--- src/rtl/can_txs_pkg.sv ---
package can_txs_pkg;

  typedef enum logic [1:0] {ST_SEL, ST_CHK, ST_BUSY} txs_state_e;

  localparam logic [1:0] RES_OK   = 2'b01;
  localparam logic [1:0] RES_ERR  = 2'b10;
  localparam logic [1:0] RES_LOST = 2'b11;

  // Bytes carried by a length code
  function automatic logic [6:0] dlc_bytes(input logic [3:0] d);
    logic [6:0] b;
    case (d)
      4'd9:    b = 7'd12;
      4'd10:   b = 7'd16;
      4'd11:   b = 7'd20;
      4'd12:   b = 7'd24;
      4'd13:   b = 7'd32;
      4'd14:   b = 7'd48;
      4'd15:   b = 7'd64;
      default: b = {3'b000, d};
    endcase
    return b;
  endfunction

  // Bytes reserved by a payload code
  function automatic logic [6:0] psize_bytes(input logic [2:0] c);
    logic [6:0] b;
    case (c)
      3'd0:    b = 7'd8;
      3'd1:    b = 7'd12;
      3'd2:    b = 7'd16;
      3'd3:    b = 7'd20;
      3'd4:    b = 7'd24;
      3'd5:    b = 7'd32;
      3'd6:    b = 7'd48;
      default: b = 7'd64;
    endcase
    return b;
  endfunction

  function automatic logic len_fits(input logic [3:0] d, input logic [2:0] c);
    return dlc_bytes(d) <= psize_bytes(c);
  endfunction

  // Allowed attempts for a policy; 0 means no limit
  function automatic logic [1:0] attempt_limit(input logic [1:0] pol);
    logic [1:0] l;
    case (pol)
      2'b00:   l = 2'd1;
      2'b01:   l = 2'd3;
      default: l = 2'd0;
    endcase
    return l;
  endfunction

endpackage

--- src/rtl/txs_fifo_ctl.sv ---
module txs_fifo_ctl #(
  parameter int DEPTH = 4,
  parameter int SW    = $clog2(DEPTH),
  parameter int CW    = $clog2(DEPTH + 1)
) (
  input  logic          clk,
  input  logic          rst_n,
  input  logic          load,
  input  logic          pop,
  output logic [CW-1:0] cnt,
  output logic [SW-1:0] head
);
  logic [SW-1:0] rd_q;
  logic          load_ok;

  assign load_ok = load && (cnt != CW'(DEPTH));
  assign head    = rd_q;

  always_ff @(posedge clk or negedge rst_n) begin
    if (!rst_n) begin
      rd_q <= '0;
      cnt  <= '0;
    end else begin
      if (pop) rd_q <= (rd_q == SW'(DEPTH - 1)) ? '0 : rd_q + SW'(1);
      cnt <= cnt + CW'(load_ok) - CW'(pop);
    end
  end
endmodule

--- src/rtl/txs_idq.sv ---
module txs_idq #(
  parameter int DEPTH = 4,
  parameter int ID_W  = 11,
  parameter int SW    = $clog2(DEPTH),
  parameter int CW    = $clog2(DEPTH + 1)
) (
  input  logic            clk,
  input  logic            rst_n,
  input  logic            load,
  input  logic [ID_W-1:0] load_id,
  input  logic            pop,
  input  logic [SW-1:0]   pop_slot,
  output logic [CW-1:0]   cnt,
  output logic [SW-1:0]   head
);
  logic [DEPTH-1:0] valid_q;
  logic [ID_W-1:0]  ids_q [DEPTH];
  logic             free_found;
  logic [SW-1:0]    free_s;
  logic             head_found;
  logic [ID_W-1:0]  head_id;

  always_comb begin
    free_found = 1'b0;
    free_s     = '0;
    for (int s = 0; s < DEPTH; s++) begin
      if (!valid_q[s] && !free_found) begin
        free_found = 1'b1;
        free_s     = SW'(s);
      end
    end
  end

  always_comb begin
    head_found = 1'b0;
    head_id    = '0;
    head       = '0;
    for (int s = 0; s < DEPTH; s++) begin
      if (valid_q[s] && (!head_found || ids_q[s] < head_id)) begin
        head_found = 1'b1;
        head_id    = ids_q[s];
        head       = SW'(s);
      end
    end
  end

  assign cnt = CW'($countones(valid_q));

  always_ff @(posedge clk or negedge rst_n) begin
    if (!rst_n) begin
      valid_q <= '0;
      for (int s = 0; s < DEPTH; s++) ids_q[s] <= '0;
    end else begin
      if (pop) valid_q[pop_slot] <= 1'b0;
      if (load && free_found) begin
        valid_q[free_s] <= 1'b1;
        ids_q[free_s]   <= load_id;
      end
    end
  end
endmodule

--- src/rtl/txs_pick.sv ---
module txs_pick #(
  parameter int NQ     = 8,
  parameter int PRIO_W = 5,
  parameter int QW     = $clog2(NQ)
) (
  input  logic [NQ-1:0]        elig,
  input  logic [NQ*PRIO_W-1:0] prio,
  output logic                 any,
  output logic [QW-1:0]        win
);
  logic [PRIO_W-1:0] best;

  always_comb begin
    any  = 1'b0;
    win  = '0;
    best = '0;
    for (int q = 0; q < NQ; q++) begin
      if (elig[q] && (!any || prio[q*PRIO_W +: PRIO_W] > best)) begin
        any  = 1'b1;
        best = prio[q*PRIO_W +: PRIO_W];
        win  = QW'(q);
      end
    end
  end
endmodule

--- src/rtl/can_tx_sched.sv ---
module can_tx_sched
  import can_txs_pkg::*;
#(
  parameter int NQ     = 8,
  parameter int DEPTH  = 4,
  parameter int ID_W   = 11,
  parameter int PRIO_W = 5,
  parameter int QW     = $clog2(NQ),
  parameter int SW     = $clog2(DEPTH)
) (
  input  logic                 clk,
  input  logic                 rst_n,
  input  logic [NQ-1:0]        req_set,
  input  logic [NQ-1:0]        load,
  input  logic [ID_W-1:0]      load_id,
  input  logic [NQ*PRIO_W-1:0] prio_cfg,
  input  logic [NQ*2-1:0]      retry_cfg,
  input  logic [NQ*3-1:0]      psize_cfg,
  input  logic [3:0]           sel_dlc,
  output logic                 tx_valid,
  output logic [QW-1:0]        tx_queue,
  output logic [SW-1:0]        tx_slot,
  input  logic                 eng_done,
  input  logic [1:0]           eng_result,
  input  logic [NQ-1:0]        flag_clr,
  input  logic                 dlc_mm_clr,
  output logic [NQ-1:0]        req_bits,
  output logic [NQ-1:0]        ok_flags,
  output logic [NQ-1:0]        err_flags,
  output logic [NQ-1:0]        exh_flags,
  output logic [NQ-1:0]        inv_flags,
  output logic                 dlc_mm,
  output logic                 evt_valid,
  output logic [QW-1:0]        evt_queue
);
  localparam int CW = $clog2(DEPTH + 1);

  txs_state_e    state_q;
  logic [QW-1:0] grant_q;
  logic [SW-1:0] grant_s;
  logic [CW-1:0] cnt   [NQ];
  logic [SW-1:0] head  [NQ];
  logic [1:0]    att_q [NQ];
  logic [NQ-1:0] elig;
  logic [NQ-1:0] pop_v;
  logic          pick_any;
  logic [QW-1:0] pick_win;

  // Named events
  logic       done_v, ev_ok, ev_err, ev_lost, ev_rej, ev_exh, last_msg;
  logic [1:0] cur_lim;
  logic [2:0] att_next;

  assign done_v   = (state_q == ST_BUSY) && eng_done;
  assign ev_ok    = done_v && (eng_result == RES_OK);
  assign ev_err   = done_v && (eng_result == RES_ERR);
  assign ev_lost  = done_v && (eng_result == RES_LOST);
  assign ev_rej   = (state_q == ST_CHK) && !len_fits(sel_dlc, psize_cfg[grant_q*3 +: 3]);
  assign cur_lim  = attempt_limit(retry_cfg[grant_q*2 +: 2]);
  assign att_next = {1'b0, att_q[grant_q]} + 3'd1;
  assign ev_exh   = ev_err && (cur_lim != 2'd0) && (att_next == {1'b0, cur_lim});
  assign last_msg = (cnt[grant_q] == CW'(1)) && !load[grant_q];

  always_comb begin
    for (int q = 0; q < NQ; q++) begin
      elig[q]  = req_bits[q] && (cnt[q] != '0);
      pop_v[q] = (ev_ok || ev_rej) && (grant_q == QW'(q));
    end
  end

  genvar gq;
  generate
    for (gq = 0; gq < NQ; gq++) begin : g_q
      if (gq == 0) begin : g_id
        txs_idq #(.DEPTH(DEPTH), .ID_W(ID_W), .SW(SW), .CW(CW)) u_idq (
          .clk(clk), .rst_n(rst_n), .load(load[gq]), .load_id(load_id),
          .pop(pop_v[gq]), .pop_slot(grant_s), .cnt(cnt[gq]), .head(head[gq])
        );
      end else begin : g_fifo
        txs_fifo_ctl #(.DEPTH(DEPTH), .SW(SW), .CW(CW)) u_fifo (
          .clk(clk), .rst_n(rst_n), .load(load[gq]), .pop(pop_v[gq]),
          .cnt(cnt[gq]), .head(head[gq])
        );
      end
    end
  endgenerate

  txs_pick #(.NQ(NQ), .PRIO_W(PRIO_W), .QW(QW)) u_pick (
    .elig(elig), .prio(prio_cfg), .any(pick_any), .win(pick_win)
  );

  // Grant state machine
  always_ff @(posedge clk or negedge rst_n) begin
    if (!rst_n) begin
      state_q <= ST_SEL;
      grant_q <= '0;
      grant_s <= '0;
    end else begin
      case (state_q)
        ST_SEL: if (pick_any) begin
          grant_q <= pick_win;
          grant_s <= head[pick_win];
          state_q <= ST_CHK;
        end
        ST_CHK:  state_q <= ev_rej ? ST_SEL : ST_BUSY;
        ST_BUSY: if (eng_done) state_q <= ST_SEL;
        default: state_q <= ST_SEL;
      endcase
    end
  end

  // Per-queue request bits, attempts and flags
  always_ff @(posedge clk or negedge rst_n) begin
    if (!rst_n) begin
      req_bits  <= '0;
      ok_flags  <= '0;
      err_flags <= '0;
      exh_flags <= '0;
      inv_flags <= '0;
      for (int q = 0; q < NQ; q++) att_q[q] <= '0;
    end else begin
      for (int q = 0; q < NQ; q++) begin
        if (req_set[q]) req_bits[q] <= 1'b1;
        else if ((grant_q == QW'(q)) && ((ev_ok && last_msg) || ev_rej || ev_exh))
          req_bits[q] <= 1'b0;

        if (grant_q == QW'(q)) begin
          if (ev_ok || ev_rej || ev_exh) att_q[q] <= '0;
          else if (ev_err && cur_lim != 2'd0) att_q[q] <= att_next[1:0];
        end

        if ((grant_q == QW'(q)) && ev_ok)       ok_flags[q] <= 1'b1;
        else if (flag_clr[q])                   ok_flags[q] <= 1'b0;
        if ((grant_q == QW'(q)) && ev_err)      err_flags[q] <= 1'b1;
        else if (flag_clr[q])                   err_flags[q] <= 1'b0;
        if ((grant_q == QW'(q)) && ev_exh)      exh_flags[q] <= 1'b1;
        else if (flag_clr[q])                   exh_flags[q] <= 1'b0;
        if ((grant_q == QW'(q)) && ev_rej)      inv_flags[q] <= 1'b1;
        else if (flag_clr[q])                   inv_flags[q] <= 1'b0;
      end
    end
  end

  always_ff @(posedge clk or negedge rst_n) begin
    if (!rst_n) begin
      dlc_mm    <= 1'b0;
      evt_valid <= 1'b0;
      evt_queue <= '0;
    end else begin
      if (ev_rej) dlc_mm <= 1'b1;
      else if (dlc_mm_clr) dlc_mm <= 1'b0;
      evt_valid <= ev_ok;
      if (ev_ok) evt_queue <= grant_q;
    end
  end

  assign tx_valid = (state_q == ST_BUSY);
  assign tx_queue = grant_q;
  assign tx_slot  = grant_s;

  logic unused_ev;
  assign unused_ev = ev_lost;

endmodule

--- config.mk ---
export PLATFORM = sky130hd
export DESIGN_NAME = can_tx_sched
export DESIGN_NICKNAME = d
export VERILOG_FILES = /design/src/rtl/can_txs_pkg.sv /design/src/rtl/txs_fifo_ctl.sv /design/src/rtl/txs_idq.sv /design/src/rtl/txs_pick.sv /design/src/rtl/can_tx_sched.sv
export SDC_FILE = /design/constraint.sdc
export NUM_CORES = 1
export LEC_CHECK = 0
export ABC_AREA = 1
export BUFFER_PORTS_ARGS = -buffer_cell sky130_fd_sc_hd__buf_2
export CORE_MARGIN = 2
export CORE_UTILIZATION = 40
export CTS_BUF_LIST = sky130_fd_sc_hd__clkbuf_4
export DETAILED_ROUTE_END_ITERATION = 7
export SYNTH_ARGS = -nofsm -noshare
export SYNTH_HDL_FRONTEND = slang
export SYNTH_HIERARCHICAL = 1
export SYNTH_SLANG_ARGS = --single-unit
--- constraint.sdc ---
create_clock -name clk -period 15.99 [get_ports clk]
set_input_delay 1.599 -clock clk [delete_from_list [all_inputs] [get_ports clk]]
set_output_delay 1.599 -clock clk [all_outputs]
set_load 0.01 [all_outputs]
==> run_results.csv, run 1 <==
group,metric,value,unit
clock_network,cts_setup_buffers,0,
timing,slew_headroom,0.246,
route,vias,9143,
timing,fin_worst_skew,0.0214,ns
timing,min_period,11.77,ns
floorplanning,dieArea,0.0266,sq mm
timing,finalSetupViolations,0,
run_status,outcome,"completed",
clock_network,clk_latency,0.57,ns
yosys,syn_inst,1367,
setup_path,cpMaxStageDelayCell,"dfrtp_1",
placement,dp_hpwl,21600,um
floorplanning,die_h,163,um
timing,tightest_slew,1.13,ns
floorplanning,rows,58,
yosys,yosysUniqueCellTypes,44,
setup_path,crit_top_cell,"nand2_1",
clock_network,cts_root_buf,"clkbuf_4",
job,max_cap_violations,0,
timing,finalCritPeriodShare,0.736,
route,wl,27600,um
floorplanning,start_util,0.405,
timing,final.setup.tns,0,ns
global_route,grt_max_degree,71,
setup_path,arrival,12.27,ns
setup_path,slowest_delay,0.70,ns
route,drt_first_pass_iters,7,
clock_network,post_cts_resized,0,
setup_path,cp_max_fo,16,
clock_network,clock_path_buffers,2,
placement,place.gp.congestion,0.844,
timing,rsz0062_at_grt,"false",
route,drtAntennaViolNets,0,
timing,maxSlewViolCount,0,
yosys,ys_warn_count,6,
floorplanning,core_area,0.0250,sq mm
yosys,yosysSeqAreaShare,0.373,
setup_path,cp.required,16.49,ns
yosys,ys_ff_latch,151,
yosys,postSynthAreaPerCell,7.41,sq um
clock_network,htreeDepth,4,
layout,fin_nets,1767,
floorplanning,die-width,163,um
clock_network,cts_buffers,17,
global_route,grt_first_pass_wirelength,45400,um
layout,nFillCells,2599,
route,drc,0,
timing,clock.fmax,85.0,MHz
global_route,antenna_found_initial,1,
route,first_iter_violations,512,
placement,portBuffers,175,
global_route,grt.total_usage,0.217,
setup_path,reg2reg_slack,4.22,ns
route,wl_per_cell,14.7,um
clock_network,clkSinkCount,151,
layout,layout_common_cells,"nand2_1 (448), inv_1 (206), buf_2 (174)",
floorplanning,ios,176,
yosys,synth-edff-count,0,
layout,layout_commonest_cell,"nand2_1",
setup_path,end_kind,"register",
clock_network,cts_tree,"yes",
route,vias_per_cell,4.86,
hold_path,min_path_type,"register to register",
layout,drive_gt1_frac,0.163,
global_route,grt-ovfl-total,0,
timing,finalHoldViolCount,0,
setup_path,critPathKind,"register to register",
global_route,grt_pass1_vias,8934,
setup_path,start_kind,"register",
yosys,async_flop_share,1.00,
clock_network,path_clk_slew,0.13,ns
yosys,syn_area,0.0101,sq mm
yosys,synth_nets,1597,
layout,area_growth,14.3,%
yosys,synth-main-ff-cell,"dfrtp_1",
clock_network,hold_buffers,0,
[metal layers]
| layer | up-vias | GRT usage | routed length [um] |
|---|---|---|---|
| li1 | 4738 | - | - |
| met1 | 4171 | 0.287 | 12800 |
| met2 | 210 | 0.370 | 13200 |
| met3 | 24 | 0.0389 | 1190 |
| met4 | 0 | 0.0523 | 424 |
| met5 | - | 0 | 0 |
[final cells by class]
type / instances / area (sq um) / area share
Multi-Input combinational cell: 971 / 5360 / 0.463
Clock inverter: 13 / 149 / 0.0129
Inverter: 215 / 807 / 0.0697
Tap cell: 330 / 413 / 0.0357
Clock buffer: 18 / 135 / 0.0117
Timing Repair Buffer: 181 / 927 / 0.0801
Sequential cell: 151 / 3780 / 0.326
Antenna cell: 1 / 2.50 / 0.000216
[per-stage QoR]
step / instances / utilization / worst slack [ns] / hold WS [ns] / instance area (sq um)
6_report: 1880 / 0.462 / 4.22 / 0.497 / 11600
5_1_grt: 1880 / 0.462 / 2.89 / 0.518 / 11600
4_1_cts: 1879 / 0.462 / 4.27 / 0.501 / 11600
3_5_place_dp: 1848 / 0.451 / 4.31 / 0.470 / 11300
3_3_place_gp: 1848 / 0.451 / 4.75 / 0.468 / 11300
2_1_floorplan: 1367 / - / 5.76 / 0.453 / 10100
[cell usage after synthesis, drive strengths merged (6+ instances only)]
cell type	n	area share
o22ai	33	0.020
nand3	76	0.041
a21oi	21	0.011
nor2	71	0.027
or2	11	0.0068
inv	214	0.079
nor3	8	0.0051
ha	97	0.12
a22oi	12	0.0089
o21ai	136	0.071
o31a	6	0.0052
nand2	453	0.17
fa	8	0.016
and2	10	0.0062
buf	14	0.012
dfrtp	151	0.37
clkbuf	16	0.0059
[registers in the layout (all words and copies together) (netlist names)]
name                    count
g_q.g_id.u_idq/ids_q       44
g_q.g_fifo.u_fifo/cnt      21
att_q                      16
g_q.g_fifo.u_fifo/head     14
err_flags                   8
exh_flags                   8
inv_flags                   8
ok_flags                    8
req_bits                    8
g_q.g_id.u_idq/valid_q      4
evt_queue                   3
tx_queue                    3
state_q                     2
tx_slot                     2
dlc_mm                      1
evt_valid                   1
[worst max-delay path, delay by kind of cell, from the launching register on]
kind / cells / cell delay, ns
buf+inv: 10 / 1.12
flops: 1 / 0.70
simple gates: 43 / 4.97
compound gates: 17 / 1.98
fa+ha+maj: 10 / 2.92
[final timing paths]
kind	from	endpoint	cells after the start
worst max-delay path	g_q[0].g_id.u_idq/valid_q[0]$_DFF_PN0_	tx_slot[0]$_DFFE_PN0P_	80
min in group asynchronous	rst_n	g_q[0].g_id.u_idq/ids_q[3]$_DFFE_PN0P_	1
worst min register to register	evt_queue[0]$_DFFE_PN0P_	evt_queue[0]$_DFFE_PN0P_	2
max in group asynchronous	rst_n	g_q[6].g_fifo.u_fifo/head[1]$_DFFE_PN0P_	3
worst max register to register	g_q[0].g_id.u_idq/valid_q[0]$_DFF_PN0_	tx_slot[0]$_DFFE_PN0P_	80
worst min-delay path	evt_queue[0]$_DFFE_PN0P_	evt_queue[0]$_DFFE_PN0P_	2
[cells by family (layout without fill, tap and decap cells)]
logic type | after synthesis | after routing | share of synthesized area
and+or+nand+nor | 638 | 638 | 0.261
buffers and inverters | 245 | 427 | 0.0976
AOI/OAI and AO/OA | 228 | 228 | 0.132
DFF | 151 | 151 | 0.373
adders and majority gates | 105 | 105 | 0.136
other | 0 | 1 | 0
Power of run 1 is left out: the tool's default activity adds up to more than one toggle a clock period on the data nets, which glitch-free logic cannot reach.
==> run 2: changes to the inputs <==
==> constraint.sdc (replaced) <==
create_clock -name clk -period 11.1 [get_ports clk]
set_input_delay 1.11 -clock clk [delete_from_list [all_inputs] [get_ports clk]]
set_output_delay 1.11 -clock clk [all_outputs]
set_load 0.01 [all_outputs]
==> run_results.csv, run 2 (synthesized netlist as in run 1, its figures left out) <==
group,metric,value,unit
run_status,outcome,"completed",
setup_path,cpMaxStageDelayCell,"fa_1",
global_route,grt_pass1_vias,8752,
setup_path,crit_top_cell,"nand2_1",
setup_path,arrival,10.95,ns
route,m1WireLength,13000,um
floorplanning,rows,58,
placement,place.gp.congestion,0.923,
setup_path,critPathKind,"register to register",
layout,layout_common_cells,"nand2_1 (428), inv_1 (198), buf_2 (174)",
floorplanning,core_area,0.0250,sq mm
timing,min_period,10.48,ns
timing,finalHoldViolCount,0,
job,max_cap_violations,0,
floorplanning,die_h,163,um
layout,fin_nets,1781,
timing,fin_worst_skew,0.0299,ns
floorplanning,ios,176,
global_route,antenna_found_initial,3,
layout,post-route-util,0.476,
floorplanning,start_util,0.405,
global_route,grt-ovfl-total,0,
clock_network,cts_root_buf,"clkbuf_4",
setup_path,startpoint,"g_q[0].g_id.u_idq/valid_q[1]$_DFF_PN0_",
global_route,grt.total_usage,0.214,
layout,largest_register_ffs,44,
route,drtAntennaViolNets,0,
placement,portBuffers,175,
setup_path,end_kind,"register",
hold_path,min_path_type,"register to register",
route,wl_per_cell,14.9,um
route,vias,9235,
global_route,grt_max_degree,84,
clock_network,clock_path_buffers,2,
hold_path,hold_depth,2,
route,drc,0,
clock_network,path_clk_slew,0.13,ns
route,wl,28200,um
setup_path,cp_max_fo,8,
setup_path,start_kind,"register",
global_route,grt_first_pass_wirelength,44400,um
route,drt_first_pass_iters,5,
timing,clock.fmax,95.4,MHz
placement,dp_hpwl,21400,um
timing,finalSetupViolations,0,
route,met2WireLength,13600,um
clock_network,clk_latency,0.58,ns
timing,maxSlewViolCount,0,
layout,area_growth,17.6,%
timing,finalCritPeriodShare,0.944,
route,top_layer_used,"met4",
floorplanning,die-width,163,um
layout,layout_commonest_cell,"nand2_1",
route,first_iter_violations,569,
clock_network,cts_tree,"yes",
setup_path,cp.required,11.56,ns
timing,slew_headroom,0.241,
hold_path,hp-start,"evt_queue[2]$_DFFE_PN0P_",
route,wl_met3,1200,um
clock_network,htreeDepth,4,
setup_path,worst_r2r_path_depth,82,
setup_path,slowest_delay,0.50,ns
clock_network,clkSinkCount,151,
layout,regMostFlops,"g_q.g_id.u_idq/ids_q",
timing,tightest_slew,1.13,ns
setup_path,worstReg2RegStart,"g_q[0].g_id.u_idq/valid_q[1]$_DFF_PN0_",
layout,drive_gt1_frac,0.200,
clock_network,cts_buffers,17,
route,vias_per_cell,4.87,
layout,reg_top3,"g_q.g_id.u_idq/ids_q x44, g_q.g_fifo.u_fifo/cnt x21, att_q x16",
floorplanning,dieArea,0.0266,sq mm
-- run 2: stage by stage --
step / hold slack, ns / area [sq um] / instances / TNS (ns) / setup slack (ns)
final: 0.501 / 11900 / 1897 / 0 / 0.619
after global routing: 0.520 / 11900 / 1897 / -0.327 / -0.164
after detailed placement: 0.469 / 11300 / 1846 / -0.263 / -0.144
after CTS: 0.504 / 11600 / 1878 / 0 / 0.0114
after global placement: 0.465 / 11300 / 1846 / 0 / 0.245
after floorplan: 0.453 / 10100 / 1367 / 0 / 0.872
-- run 2: area by class of cell --
class	instances	area (sq um)
antenna	3	7.51
clock buffer	19	143
clock inverter	13	171
fill	2599	13100
inverter	215	812
multi-input combinational	973	5560
sequential	151	3780
tap	330	413
timing repair buffer	193	1020
-- run 2: layer usage --
layer  track usage  vias up
met2         0.370      184
met4        0.0463        0
li1              -     4767
met1         0.279     4257
met3        0.0386       27
met5             0        -
-- run 2: worst paths after layout --
check | end | slack, ns
hold reg to reg | evt_queue[2]$_DFFE_PN0P_ | 0.50
setup reg to reg | tx_slot[0]$_DFFE_PN0P_ | 0.62
setup / recovery | tx_slot[0]$_DFFE_PN0P_ | 0.62
hold / removal | evt_queue[2]$_DFFE_PN0P_ | 0.50
min in group asynchronous | evt_queue[2]$_DFFE_PN0P_ | 0.59
max in group asynchronous | g_q[7].g_fifo.u_fifo/head[0]$_DFFE_PN0P_ | 9.07
-- run 2: what timing repair did --
item / 4_1_cts / 5_1_grt
gates cloned: 0 / 2
pin swaps: 0 / 11
resized for setup: 4 / 54
hold buffers: 0 / 0
setup endpoints to repair: 3 / 5
buffers inserted: 0 / 14
-- run 2: worst max-delay path, delay by kind of cell (launching register included) --
family / cells / cell delay (ns)
buf+inv: 11 / 0.84
flops: 1 / 0.43
simple gates: 43 / 4.37
compound gates: 18 / 1.90
fa+ha+maj: 10 / 2.82
Power of run 2 is left out for the same reason.
==> run 3: changes to the inputs <==
--- a/config.mk
+++ b/config.mk
@@ -10,8 +10,11 @@
 export CORE_MARGIN = 2
 export CORE_UTILIZATION = 40
 export CTS_BUF_LIST = sky130_fd_sc_hd__clkbuf_4
+export CTS_CLUSTER_SIZE = 20
 export DETAILED_ROUTE_END_ITERATION = 7
+export REMOVE_ABC_BUFFERS = 1
 export SYNTH_ARGS = -nofsm -noshare
 export SYNTH_HDL_FRONTEND = slang
 export SYNTH_HIERARCHICAL = 1
 export SYNTH_SLANG_ARGS = --single-unit
+export TNS_END_PERCENT = 30
==> run_results.csv, run 3 (synthesized netlist as in run 1, its figures left out) <==
group,metric,value,unit
run_status,outcome,"completed",
layout,reg_top3,"g_q.g_id.u_idq/ids_q x44, g_q.g_fifo.u_fifo/cnt x21, att_q x16",
setup_path,slowest_delay,0.50,ns
layout,post-route-util,0.484,
route,met2WireLength,13700,um
route,first_iter_violations,584,
global_route,grt_max_degree,78,
setup_path,start_kind,"register",
clock_network,cts_root_buf,"clkbuf_4",
global_route,antenna_found_initial,4,
setup_path,cpMaxStageDelayCell,"fa_1",
layout,layout_common_cells,"nand2_1 (422), inv_1 (198), buf_2 (174)",
placement,dp_hpwl,21200,um
timing,tightest_slew,0.996,ns
timing,maxSlewViolCount,0,
setup_path,cp_max_fo,10,
clock_network,htreeDepth,4,
route,drc,0,
route,drt_first_pass_iters,8,
layout,regMostFlops,"g_q.g_id.u_idq/ids_q",
timing,fin_worst_skew,0.0183,ns
hold_path,min_path_type,"register to register",
floorplanning,die_h,163,um
global_route,grt.total_usage,0.216,
route,wl,28400,um
timing,final.setup.tns,0,ns
timing,finalCritPeriodShare,0.958,
floorplanning,start_util,0.405,
setup_path,critPathKind,"register to register",
floorplanning,core_area,0.0250,sq mm
clock_network,cts_tree,"yes",
setup_path,cp.required,11.56,ns
clock_network,clock_path_buffers,2,
timing,finalSetupViolations,0,
timing,slew_headroom,0.334,
route,drtAntennaViolNets,0,
clock_network,clk_latency,0.57,ns
global_route,grt-ovfl-total,0,
timing,clock.fmax,94.0,MHz
setup_path,end_kind,"register",
route,vias_per_cell,4.94,
layout,fin_nets,1796,
route,m1WireLength,12400,um
layout,layout_commonest_cell,"nand2_1",
route,top_layer_used,"met5",
layout,area_growth,19.7,%
clock_network,cts_buffers,17,
floorplanning,die-width,163,um
layout,largest_register_ffs,44,
layout,drive_gt1_frac,0.217,
global_route,grt_pass1_vias,8918,
global_route,grt_first_pass_wirelength,44600,um
setup_path,crit_top_cell,"nand2_1",
route,wl_met3,1580,um
route,wl_per_cell,14.8,um
placement,place.gp.congestion,0.886,
timing,finalHoldViolCount,0,
job,max_cap_violations,0,
clock_network,path_clk_slew,0.13,ns
route,vias,9446,
setup_path,arrival,11.09,ns
placement,portBuffers,175,
floorplanning,ios,176,
floorplanning,dieArea,0.0266,sq mm
timing,min_period,10.63,ns
clock_network,clkSinkCount,151,
floorplanning,rows,58,
run 3: cell types whose count changed in the layout (fill, tap and decap cells not counted), sizes merged:
cell / before / now
nand2: 455 / 454
inv: 218 / 215
buf: 193 / 208
clkbuf: 19 / 17
clkinv: 5 / 10
bufinv: 3 / 2
clkinvlp: 2 / 4
run 3: critical path: cells and delay by family, from the launching register on:
family / cells / cell delay, ns
and+or+nand+nor: 42 / 4.09
buffers and inverters: 13 / 1.03
DFF: 1 / 0.43
adders and majority gates: 10 / 2.70
AOI/OAI and AO/OA: 18 / 2.27
run 3: per-stage QoR:
stage                     cell area (sq um)  setup WS (ns)  hold slack, ns  std cells
after global routing                  12100         -0.309           0.521       1911
after CTS                             11600         0.0670           0.499       1881
after global placement                11300          0.337           0.467       1848
after detailed placement              11300         -0.186           0.468       1848
final                                 12100          0.466           0.495       1912
after floorplan                        9950          0.975           0.453       1337
run 3: area by class of cell:
type | instances | area, sq um
Tap cell | 330 | 413
Multi-Input combinational cell | 972 | 5680
Clock inverter | 15 | 156
Antenna cell | 3 | 7.51
Inverter | 215 | 817
Sequential cell | 151 | 3780
Timing Repair Buffer | 208 | 1140
Timing Repair inverter | 1 | 7.51
Clock buffer | 17 | 128
Fill cell | 2545 | 12900
run 3: final timing paths:
kind / start / endpoint / slack, ns / cells past startpoint
worst max-delay path: g_q[0].g_id.u_idq/valid_q[1]$_DFF_PN0_ / tx_slot[1]$_DFFE_PN0P_ / 0.47 / 83
worst min-delay path: evt_queue[2]$_DFFE_PN0P_ / evt_queue[2]$_DFFE_PN0P_ / 0.49 / 2
worst max register to register: g_q[0].g_id.u_idq/valid_q[1]$_DFF_PN0_ / tx_slot[1]$_DFFE_PN0P_ / 0.47 / 83
worst min register to register: evt_queue[2]$_DFFE_PN0P_ / evt_queue[2]$_DFFE_PN0P_ / 0.49 / 2
max in group asynchronous: rst_n / att_q[2]$_DFFE_PN0P_ / 9.11 / 2
min in group asynchronous: rst_n / g_q[0].g_id.u_idq/ids_q[8]$_DFFE_PN0P_ / 0.54 / 1
run 3: what timing repair did:
item,CTS,global route
endpoints found under the setup margin,3,5
hold endpoints to repair,0,0
pin swaps,1,38
cloned,0,2
buffers inserted,1,26
resized for setup,4,77
hold buffers,0,0
run 3: layer usage:
layer	GRT usage	vias up
met5	0	-
met4	0.0640	4
met3	0.0480	35
met2	0.366	240
met1	0.275	4382
li1	-	4785
Power of run 3 is left out for the same reason.
